[src/rtl/ep0_ctrl.sv]
module ep0_ctrl #(
  parameter int MAXP = 16,
  parameter int DW   = 8
) (
  input  logic          clk,
  input  logic          rst_n,
  input  logic          rx_start,
  input  logic          rx_setup,
  input  logic          rx_valid,
  input  logic [DW-1:0] rx_byte,
  input  logic          rx_end,
  output logic          hs_ack,
  output logic          hs_nak,
  input  logic          in_token,
  input  logic          host_ack,
  output logic          in_nak,
  output logic          tx_zlp,
  output logic          tx_valid,
  output logic [DW-1:0] tx_data,
  output logic          tx_last,
  input  logic [2:0]    reg_addr,
  input  logic          reg_wr,
  input  logic          reg_rd,
  input  logic [DW-1:0] reg_wdata,
  output logic [DW-1:0] reg_rdata,
  output logic          irq
);
  localparam int AW = $clog2(MAXP);
  localparam int CW = $clog2(MAXP + 1);

  logic [DW-1:0] rx_mem [MAXP];
  logic [DW-1:0] tx_mem [MAXP];
  logic [AW-1:0] rx_rd, tx_idx;
  logic [CW-1:0] rx_cnt, tx_cnt;
  logic rx_take, rx_is_setup, sending;
  logic opr, sa, ipr, ovf, src, sum;
  logic [DW-1:0] en;

  wire setup_start = rx_start && rx_setup;
  wire csr_wr  = reg_wr && reg_addr == 3'd0;
  wire dat_wr  = reg_wr && reg_addr == 3'd1;
  wire pop     = reg_rd && reg_addr == 3'd1 && rx_cnt != '0;
  wire push    = rx_valid && rx_take && rx_cnt != CW'(MAXP);
  wire rx_done = rx_end && rx_take;
  wire tx_done = host_ack && ipr && !setup_start;
  wire [AW-1:0] rx_wr = rx_rd + rx_cnt[AW-1:0];

  always_ff @(posedge clk) begin
    if (!rst_n) begin
      rx_rd <= '0; rx_cnt <= '0; rx_take <= 1'b0; rx_is_setup <= 1'b0;
      hs_ack <= 1'b0; hs_nak <= 1'b0; opr <= 1'b0; sa <= 1'b0;
    end else begin
      hs_ack <= rx_done;
      hs_nak <= rx_end && !rx_take;
      if (setup_start) begin
        rx_take <= 1'b1; rx_is_setup <= 1'b1; rx_rd <= '0; rx_cnt <= '0;
      end else begin
        if (rx_start) begin
          rx_take <= !opr; rx_is_setup <= 1'b0;
        end else if (rx_end) rx_take <= 1'b0;
        if (push) rx_mem[rx_wr] <= rx_byte;
        rx_cnt <= rx_cnt + CW'(push) - CW'(pop);
        rx_rd  <= rx_rd + AW'(pop);
      end
      if (rx_done) opr <= 1'b1;
      else if (csr_wr && reg_wdata[0]) opr <= 1'b0;
      if (rx_done && rx_is_setup) sa <= 1'b1;
      else if (csr_wr && reg_wdata[2]) sa <= 1'b0;
    end
  end

  always_ff @(posedge clk) begin
    if (!rst_n) begin
      tx_cnt <= '0; tx_idx <= '0; sending <= 1'b0; ipr <= 1'b0; ovf <= 1'b0;
      in_nak <= 1'b0; tx_zlp <= 1'b0;
    end else begin
      in_nak <= in_token && !ipr;
      tx_zlp <= 1'b0;
      if (csr_wr && reg_wdata[4]) ovf <= 1'b0;
      if (setup_start) begin
        tx_cnt <= '0; ipr <= 1'b0; sending <= 1'b0; tx_idx <= '0;
      end else begin
        if (tx_done) begin
          ipr <= 1'b0; tx_cnt <= '0;
        end else begin
          if (csr_wr && reg_wdata[1]) ipr <= 1'b1;
          if (dat_wr) begin
            if (tx_cnt == CW'(MAXP)) ovf <= 1'b1;
            else begin
              tx_mem[tx_cnt[AW-1:0]] <= reg_wdata;
              tx_cnt <= tx_cnt + 1'b1;
            end
          end
        end
        if (sending) begin
          tx_idx <= tx_idx + 1'b1;
          if (tx_last) sending <= 1'b0;
        end else if (in_token && ipr) begin
          if (tx_cnt == '0) tx_zlp <= 1'b1;
          else begin
            sending <= 1'b1; tx_idx <= '0;
          end
        end
      end
    end
  end

  always_ff @(posedge clk) begin
    if (!rst_n) begin
      src <= 1'b0; sum <= 1'b0; en <= DW'(1);
    end else begin
      if (rx_done || tx_done) src <= 1'b1;
      else if (reg_wr && reg_addr == 3'd2 && reg_wdata[0]) src <= 1'b0;
      if (reg_wr && reg_addr == 3'd3) en <= reg_wdata;
      if (src && en[0]) sum <= 1'b1;
      else if (reg_wr && reg_addr == 3'd4 && reg_wdata[0]) sum <= 1'b0;
    end
  end

  assign tx_valid = sending;
  assign tx_data  = tx_mem[tx_idx];
  assign tx_last  = sending && (CW'(tx_idx) + CW'(1)) == tx_cnt;
  assign irq      = sum;

  always_comb begin
    reg_rdata = '0;
    case (reg_addr)
      3'd0: reg_rdata[4:0] = {ovf, rx_cnt != '0, sa, ipr, opr};
      3'd1: reg_rdata = (rx_cnt != '0) ? rx_mem[rx_rd] : '0;
      3'd2: reg_rdata[0] = src;
      3'd3: reg_rdata = en;
      3'd4: reg_rdata[0] = sum;
      default: reg_rdata = '0;
    endcase
  end
endmodule


[config.mk]
export PLATFORM = sky130hd
export DESIGN_NAME = ep0_ctrl
export DESIGN_NICKNAME = d
export VERILOG_FILES = /design/src/rtl/ep0_ctrl.sv
export SDC_FILE = /design/constraint.sdc
export NUM_CORES = 1
export LEC_CHECK = 0
export BUFFER_PORTS_ARGS = -buffer_cell sky130_fd_sc_hd__clkbuf_2
export CORE_UTILIZATION = 61
export DETAILED_ROUTE_END_ITERATION = 10
export PLACE_DENSITY_LB_ADDON = 0.2
export SLEW_MARGIN = 20
export SYNTH_ARGS = -nofsm -noshare
export SYNTH_HDL_FRONTEND = slang
export SYNTH_SLANG_ARGS = --single-unit
[constraint.sdc]
create_clock -name clk -period 7.5 [get_ports clk]
set_clock_uncertainty 0.1 [all_clocks]
set_input_delay 0.75 -clock clk [delete_from_list [all_inputs] [get_ports clk]]
set_output_delay 0.75 -clock clk [all_outputs]
set_load 0.05 [all_outputs]
Word-level counts from Yosys, hierarchy flattened

Memory sizes are Yosys's and may differ from the RTL's. A register that Yosys moved wholly into a read port is not among the register bits.
Index checks and enable logic that the tools add are counted.

Input port bits: 29
Flip-flop bits (word level): 39
Output and inout port bits: 23
Memories kept: 2
Memory bits (writable): 256
Logic and storage cells: 126

Bitwise gates (word level): 3
Equal/unequal tests: 8
Add/sub/neg operators: 7
Reduce and logical (&&, ||, !) cells: 45
Multiplexer cells: 43

Memory list:

| name   | words | width | rd ports | clocked after Yosys merged registers in | wr ports | RTL line | source |
|---|---|---|---|---|---|---|---|
| rx_mem | 16    | 8     | 1        | 1                                       | 1        | 31       | `logic [DW-1:0] rx_mem [MAXP];` |
| tx_mem | 16    | 8     | 1        | 1                                       | 1        | 32       | `logic [DW-1:0] tx_mem [MAXP];` |

Operators with widths:

| kind                                                             | count |
|---|---|
| 1-bit two-way mux                                                | 33 |
| 1-bit logical AND                                                | 25 |
| 4-bit two-way mux                                                | 6 |
| 4-bit one-hot mux with 3 select lines                            | 1 |
| 2-bit nonzero test                                               | 6 |
| 8-bit two-way mux                                                | 1 |
| 3-bit by 2-bit == test with 1-bit output (second input constant) | 2 |
| 3-bit one-hot mux with 2 select lines                            | 1 |
| 4-bit by 1-bit adder with 5-bit output (second input constant)   | 1 |
| 5-bit by 1-bit adder with 5-bit output                           | 1 |
| 5-bit by 1-bit adder with 5-bit output (second input constant)   | 1 |
| 5-bit == test                                                    | 1 |
| 5-bit == test (second input constant)                            | 1 |
| 5-bit logical NOT                                                | 1 |
| 5-bit != test (second input constant)                            | 1 |
| 1-bit one-hot mux with 5 select lines                            | 1 |
| 5-bit nonzero test                                               | 1 |
| 5-bit by 1-bit subtractor with 5-bit output                      | 1 |
| 4-bit by 1-bit adder with 4-bit output                           | 1 |
| 4-bit by 1-bit adder with 4-bit output (second input constant)   | 1 |
| 4-bit adder                                                      | 1 |
| 1-bit logical NOT                                                | 4 |
| 2-bit AND reduction                                              | 2 |
| 4-bit OR reduction                                               | 1 |
| other kinds (9)                                                  | 11 |

Depth between registers and ports, before layout

Gate-level depths: netlist of run 1.

Depth after elaboration: 8
Gate-level depth with buffers: 13
Gate-level depth less buffers: 13

Worst setup path after synthesis of run 1

No wires, ideal clock.

Path type: in2out
Start point: in reg_addr[2]
End point: out reg_rdata[0]
Path slack: 4088 ps
Path buffers: 1
Data required time: 6650 ps
Data arrival time: 2562 ps
Stages on the path: 4
Cells stage by stage: clkbuf_1 -> nor3b_1 -> nand3_1 -> o21ai_0

Word-level cells in the longest chain between the ends: 2
Elaborated cells between the ends (all ways): 6
Those cells by class: 4 x eq/ne; 1 x mux; 1 x reduce/logical

Ends and longest elaborated chain:

| what                                        | RTL line | source |
|---|---|---|
| from (decl)                                 | 21       | `input logic [2:0] reg_addr,` |
| 3-bit == test, or another cell as far along | 127      | `case (reg_addr)` |
| 1-bit one-hot mux with 5 select lines *     | 127      |  |
| to (decl)                                   | 25       | `output logic [DW-1:0] reg_rdata,` |

Every way passes the cells marked *; elsewhere a longest branch is shown, timed or not.

==> flow_summary.ini, run 1 <==
[pwr]
power.total_mw = 3.50
peakVddDrop_mv = 0.294
power_density_nw_per_um2 = 255
p_leak_nw = 4.44

[synthesis]
syn_inst = 670
synth_edf_count = 256
yosys_warnings = 0
synth_common_cells = 256 x edfxtp_1, 44 x mux4_2, 43 x dfxtp_1, 42 x nand2_1, 34 x nor2_1
async_flop_share_pct = 0
synth_top_flop_cell = edfxtp_1
synth_fp_nets = 717
yosysMostFrequentCell = edfxtp_1
synth_area_leader_cell = edfxtp_1
syn_area_sq_um = 12200
ys_ff_latch = 299
seq_area_frac_synth_pct = 70.1
ys_types = 58
synth_area_leaders = edfxtp_1 63%, mux4_2 8.1%, dfxtp_1 7.1%
syn_avg_cell_area_sq_um = 18.2
yosysTopAreaCellShare_pct = 63.0

[placed_design]
placed_cell_area_sq_um = 12700
dp_slack_ns = 3.87
place_hpwl_um = 16400
routabilityCongestion = 0.822
portBuffers = 51

[detailed_routing]
drtIter0Drc = 605
wl_per_cell_um = 25.3
drc = 0
vias = 6466
drt_pre_antenna_iters = 4
viasPerCell = 6.36
wirelength_um = 25800
ant_nets = 0

[worst_setup_path]
critPathRequiredTime_ns = 6.65
cp-start-kind = flip-flop
cp_max_fo = 31
cp_slowest_stage_delay_ns = 0.60
crit_type = reg2out
crit_arrival_ns = 2.89
end_kind = output pin
crit_slowest_cell = mux4_2
crit_path_cell_trace = buf_4 -> mux4_2 -> mux2i_1 -> o221a_2 -> o21ai_0 -> clkbuf_2

[final_layout]
final_util_pct = 70.2
nets = 776
drive_gt1_share_pct = 21.0
areaGrowthSynthToFinish_pct = 12.4
final_area_sq_um = 13700
num_antenna_cells = 0

[clock_network]
clockBufferDepth = 3
clkSinkCount = 299
cts_resized = 0
post_cts_buffers = 0
hold_buffers = 0
root_buffer = clkbuf_16
cts_tree = built
htree_levels = 1
clock_latency_ns = 0.55
cts_buffers = 30
clkTransAtPathRegs_ns = 0.07

[floorplan]
num_rows = 51
initial_core_util_pct = 62.5
dieWidth_um = 143
dieArea_sq_um = 20600
core_region_area_sq_um = 19500
ios = 52
die_h_um = 143

[sta]
period_share_pct = 49.9
fin_tns_setup_ns = 0
setup_viol = 0
rsz0062_at_grt = no
slew_viol_final = 0
setup_slack_ns = 3.76
hold_viol_final = 0
fin_crit_ns = 3.74
worst_pin_slew_ns = 1.10
fmax_mhz = 267
relSlewSlack_pct = 26.1

[run_status]
outcome = completed

[job]
maxCapViolations = 0

[grt]
grt_max_degree = 33
grt-ovfl-total = 0
antenna_found_initial = 0
grt_pass1_vias = 6399
grt.total_usage_pct = 26.3
grt_pass1_wl_um = 38500

[min_path]
hold_path.class = in2reg
## final timing paths
kind | start | end | slack, ns | cells after the start
max | rx_rd[0] | reg_rdata[0] | 3.76 | 6
min | in_token | in_nak | 0.36 | 3
max reg2reg | rx_rd[0] | rx_mem[8][4] | 3.93 | 5
min reg2reg | rx_take | hs_nak | 0.39 | 1
## critical path, delay by kind of cell (launching register included)
family	cells	cell delay [ns]
flops	1	0.31
buf+inv	2	0.72
compound gates	2	0.36
mux	2	0.92
## placed cells by master, fill, tap and decap left out, types with 4 or more instances in the layout
master,n
a21boi_0,10
a21oi_1,10
a31oi_1,4
and2_1,5
and3_1,6
buf_4,6
bufinv_16,5
clkbuf_1,7
clkbuf_16,31
clkbuf_2,51
clkinv_1,5
clkinvlp_4,4
dfxtp_1,42
edfxtp_1,256
ha_1,16
inv_1,11
mux2i_1,15
mux4_1,28
mux4_2,44
nand2_1,42
nand2b_1,5
nand3_1,12
nand3b_1,4
nand4_1,4
nor2_1,34
nor3_1,14
nor3_2,4
o21ai_0,9
xnor2_1,9
xor2_1,9
## cell families (layout without fill, tap and decap cells)
| family | after synthesis | count (layout) | share of synthesized area, % |
|---|---|---|---|
| XOR/XNOR | 18 | 18 | 1.29 |
| AND/OR/NAND/NOR | 146 | 146 | 5.98 |
| flip-flops | 299 | 299 | 70.1 |
| adder cells (fa/ha/maj) | 18 | 18 | 1.97 |
| multiplexers | 88 | 88 | 15.5 |
| buffers and inverters | 41 | 123 | 1.70 |
| AO/OA/AOI/OAI | 60 | 60 | 3.50 |
## per-layer routing
metal  vias up  global-route usage (%)  part of all wire, %
met4         0                    7.89                  2.6
met5         -                       0                    0
met3        50                    4.00                  5.7
met2       240                    45.1                   51
li1       2818                       -                    -
met1      3358                    34.9                   40
## registers in the layout, summed over array words and instances, names as in the netlist, 4 cells and up, named ones only
register	count
tx_cnt	5
tx_mem	128
en	8
rx_rd	4
tx_idx	4
rx_mem	128
rx_cnt	5
## metrics by stage
step	hold WS, ns	std cells
6_report	0.356	1017
3_3_place_gp	0.346	962
4_1_cts	0.339	1017
2_1_floorplan	0.329	670
3_5_place_dp	0.361	962
5_1_grt	0.359	1017
## final cells by class
cell class                      count  area, sq um
Clock inverter                     17          225
Sequential cell                   299         8550
Tap cell                          265          332
Fill cell                        1242         5810
Inverter                           11         41.3
Timing Repair Buffer               57          300
Multi-Input combinational cell    330         3460
Clock buffer                       38          802
## where the power goes
| part | switching, mW | internal (mW) |
|---|---|---|
| combinational | 0.0929 | 0.0411 |
| clock | 0.613 | 0.930 |
| sequential | 0.00832 | 1.81 |
| total | 0.714 | 2.78 |
No activity file was read; power rests on OpenSTA's default activity.
==> run 2: changes to the inputs <==
--- a/config.mk
+++ b/config.mk
@@ -6,7 +6,7 @@
 export NUM_CORES = 1
 export LEC_CHECK = 0
 export BUFFER_PORTS_ARGS = -buffer_cell sky130_fd_sc_hd__clkbuf_2
-export CORE_UTILIZATION = 61
+export CORE_UTILIZATION = 55
 export DETAILED_ROUTE_END_ITERATION = 10
 export PLACE_DENSITY_LB_ADDON = 0.2
 export SLEW_MARGIN = 20
==> constraint.sdc (replaced) <==
create_clock -name clk -period 3.34 [get_ports clk]
set_clock_uncertainty 0.1 [all_clocks]
set_input_delay 0.334 -clock clk [delete_from_list [all_inputs] [get_ports clk]]
set_output_delay 0.334 -clock clk [all_outputs]
set_load 0.05 [all_outputs]
==> run 2 against run 1 <==
First-iteration DRC count increased by 5.3%; clock power increased by 90%; worst hold slack got worse by 0.26 ns; largest cell class unchanged; via count decreased by 1.4%; wire length decreased by 3.8%; largest power group unchanged; critical endpoint is now reg_rdata[1]; sequential share of layout area decreased by 0.33 points.
==> flow_summary.ini, run 2 (synthesis gave the netlist of run 1 again) <==
[run_status]
outcome = completed

[clock_network]
cts_buffers = 29
post_cts_buffers = 0
cts_tree = built
clkTransAtPathRegs_ns = 0.06
htree_levels = 1
root_buffer = clkbuf_16
clock_latency_ns = 0.54
clockBufferDepth = 3
clkSinkCount = 299

[final_layout]
fillerInstances = 1535
final_cell_mix = 256 x edfxtp_1, 51 x clkbuf_2, 44 x mux4_2
drive_gt1_share_pct = 22.5
regArea_sq_um = 8550
num_antenna_cells = 0
multi_input_area_sq_um = 3450
nets = 805
final_util_pct = 63.4
areaGrowthSynthToFinish_pct = 13.0
final_common_cell = edfxtp_1

[placed_design]
routabilityCongestion = 0.763
place_hpwl_um = 16600
portBuffers = 51

[floorplan]
ios = 52
die_h_um = 151
core_region_area_sq_um = 21800
dieArea_sq_um = 22800
initial_core_util_pct = 56.1
dieWidth_um = 151
num_rows = 54

[sta]
fin_tns_setup_ns = 0
rsz0062_at_grt = no
setup_viol = 0
worst_pin_slew_ns = 0.914
fmax_mhz = 315
relSlewSlack_pct = 38.9
slew_viol_final = 0
hold_viol_final = 0
fin_crit_ns = 3.18
period_share_pct = 95.1

[detailed_routing]
wirelength_um = 24800
wl_per_cell_um = 23.5
drtIter0Drc = 637
ant_nets = 0
viasPerCell = 6.04
drt_pre_antenna_iters = 5
drc = 0
vias = 6377

[pwr]
clkPwrFrac_pct = 40.1
p_int_mw = 5.82
p_leak_nw = 4.52
combPwrFrac_pct = 4.0
power_density_nw_per_um2 = 531
swShare_pct = 20.4
seq_power_share_pct = 55.9
peakVddDrop_mv = 0.366
switching_power_mw = 1.49

[worst_setup_path]
crit_type = reg2out
crit_arrival_ns = 2.74
reg2reg_depth = 13
cp-start-kind = flip-flop
cp.depth = 6
critical_path.top_delay_family = multiplexers
critPathRequiredTime_ns = 2.91
end_kind = output pin
crit_path_cell_trace = buf_4 -> mux4_2 -> mux2i_1 -> o22a_1 -> o21ai_0 -> clkbuf_2
cp_slowest_stage_delay_ns = 0.65
cp_num_buf_inv = 2
crit_slowest_cell = dfxtp_2
cp_max_fo = 16

[grt]
grt_pass1_wl_um = 37500
grt_pass1_vias = 6433
grt_max_degree = 33
grt.total_usage_pct = 22.6
grt-ovfl-total = 0
antenna_found_initial = 0

[job]
maxCapViolations = 0

[min_path]
hold_depth = 3
hold_path.class = in2reg
run 2: cell types whose count changed in the layout (fill, tap and decap cells not counted), sizes merged:
cell / previous run / this run
bufinv: 5 / 1
dlygate4sd3: 0 / 4
clkinv: 6 / 10
clkinvlp: 4 / 0
clkbuf: 89 / 86
buf: 6 / 32
run 2: timing repair:
item | in CTS | in global routing
hold buffers | 4 | 0
resized for setup | 0 | 3
setup endpoints to repair | 0 | 2
hold endpoints to repair | 5 | 0
run 2: tightest hold or removal path, cell delays in order:
cell	delay, ns
clkbuf_2	0.10
a32oi_1	0.10
a21boi_0	0.14
run 2: final timing paths:
kind	slack, ns	endpoint	from
hold reg to reg	0.37	en[4]	en[4]
setup / recovery	0.16	reg_rdata[1]	rx_rd[0]
setup reg to reg	0.29	rx_cnt[4]	rx_cnt[3]
hold / removal	0.09	src	host_ack
run 2: layout make-up:
cell class,instances,area share (%)
clock buffers,35,5.43
clock inverters,13,0.635
inverters,11,0.299
multi-input cells,330,25.0
flip-flops and latches,299,62.0
well taps,280,2.54
repair buffers,87,4.06
run 2: per-layer routing:
layer	track usage (%)	vias up	routed length, um
met5	0	-	0
met1	33.8	3253	11200
li1	-	2883	-
met2	34.6	218	11700
met3	4.31	23	1570
met4	5.30	0	371
run 2: power groups by stage:
stage	combinational, mW	clock, mW	sequential (mW)
after CTS	0.292	3.00	4.09
after global placement	0.273	0	4.17
final	0.295	2.93	4.09
after floorplan	0.162	0	4.17
after detailed placement	0.287	0	4.17
after global routing	0.322	3.13	4.09
run 2: metrics by stage:
step / cells / power (mW) / setup slack, ns / hold slack [ns] / area [sq um]
after floorplan: 670 / 4.33 / 0.324 / 0.329 / 12200
after global placement: 1003 / 4.44 / 0.232 / 0.352 / 12900
after detailed placement: 1003 / 4.46 / 0.0904 / 0.362 / 12900
after CTS: 1055 / 7.38 / 0.0714 / 0.0708 / 13800
after global routing: 1055 / 7.54 / 0.0202 / 0.124 / 13800
final: 1055 / 7.32 / 0.162 / 0.0919 / 13800
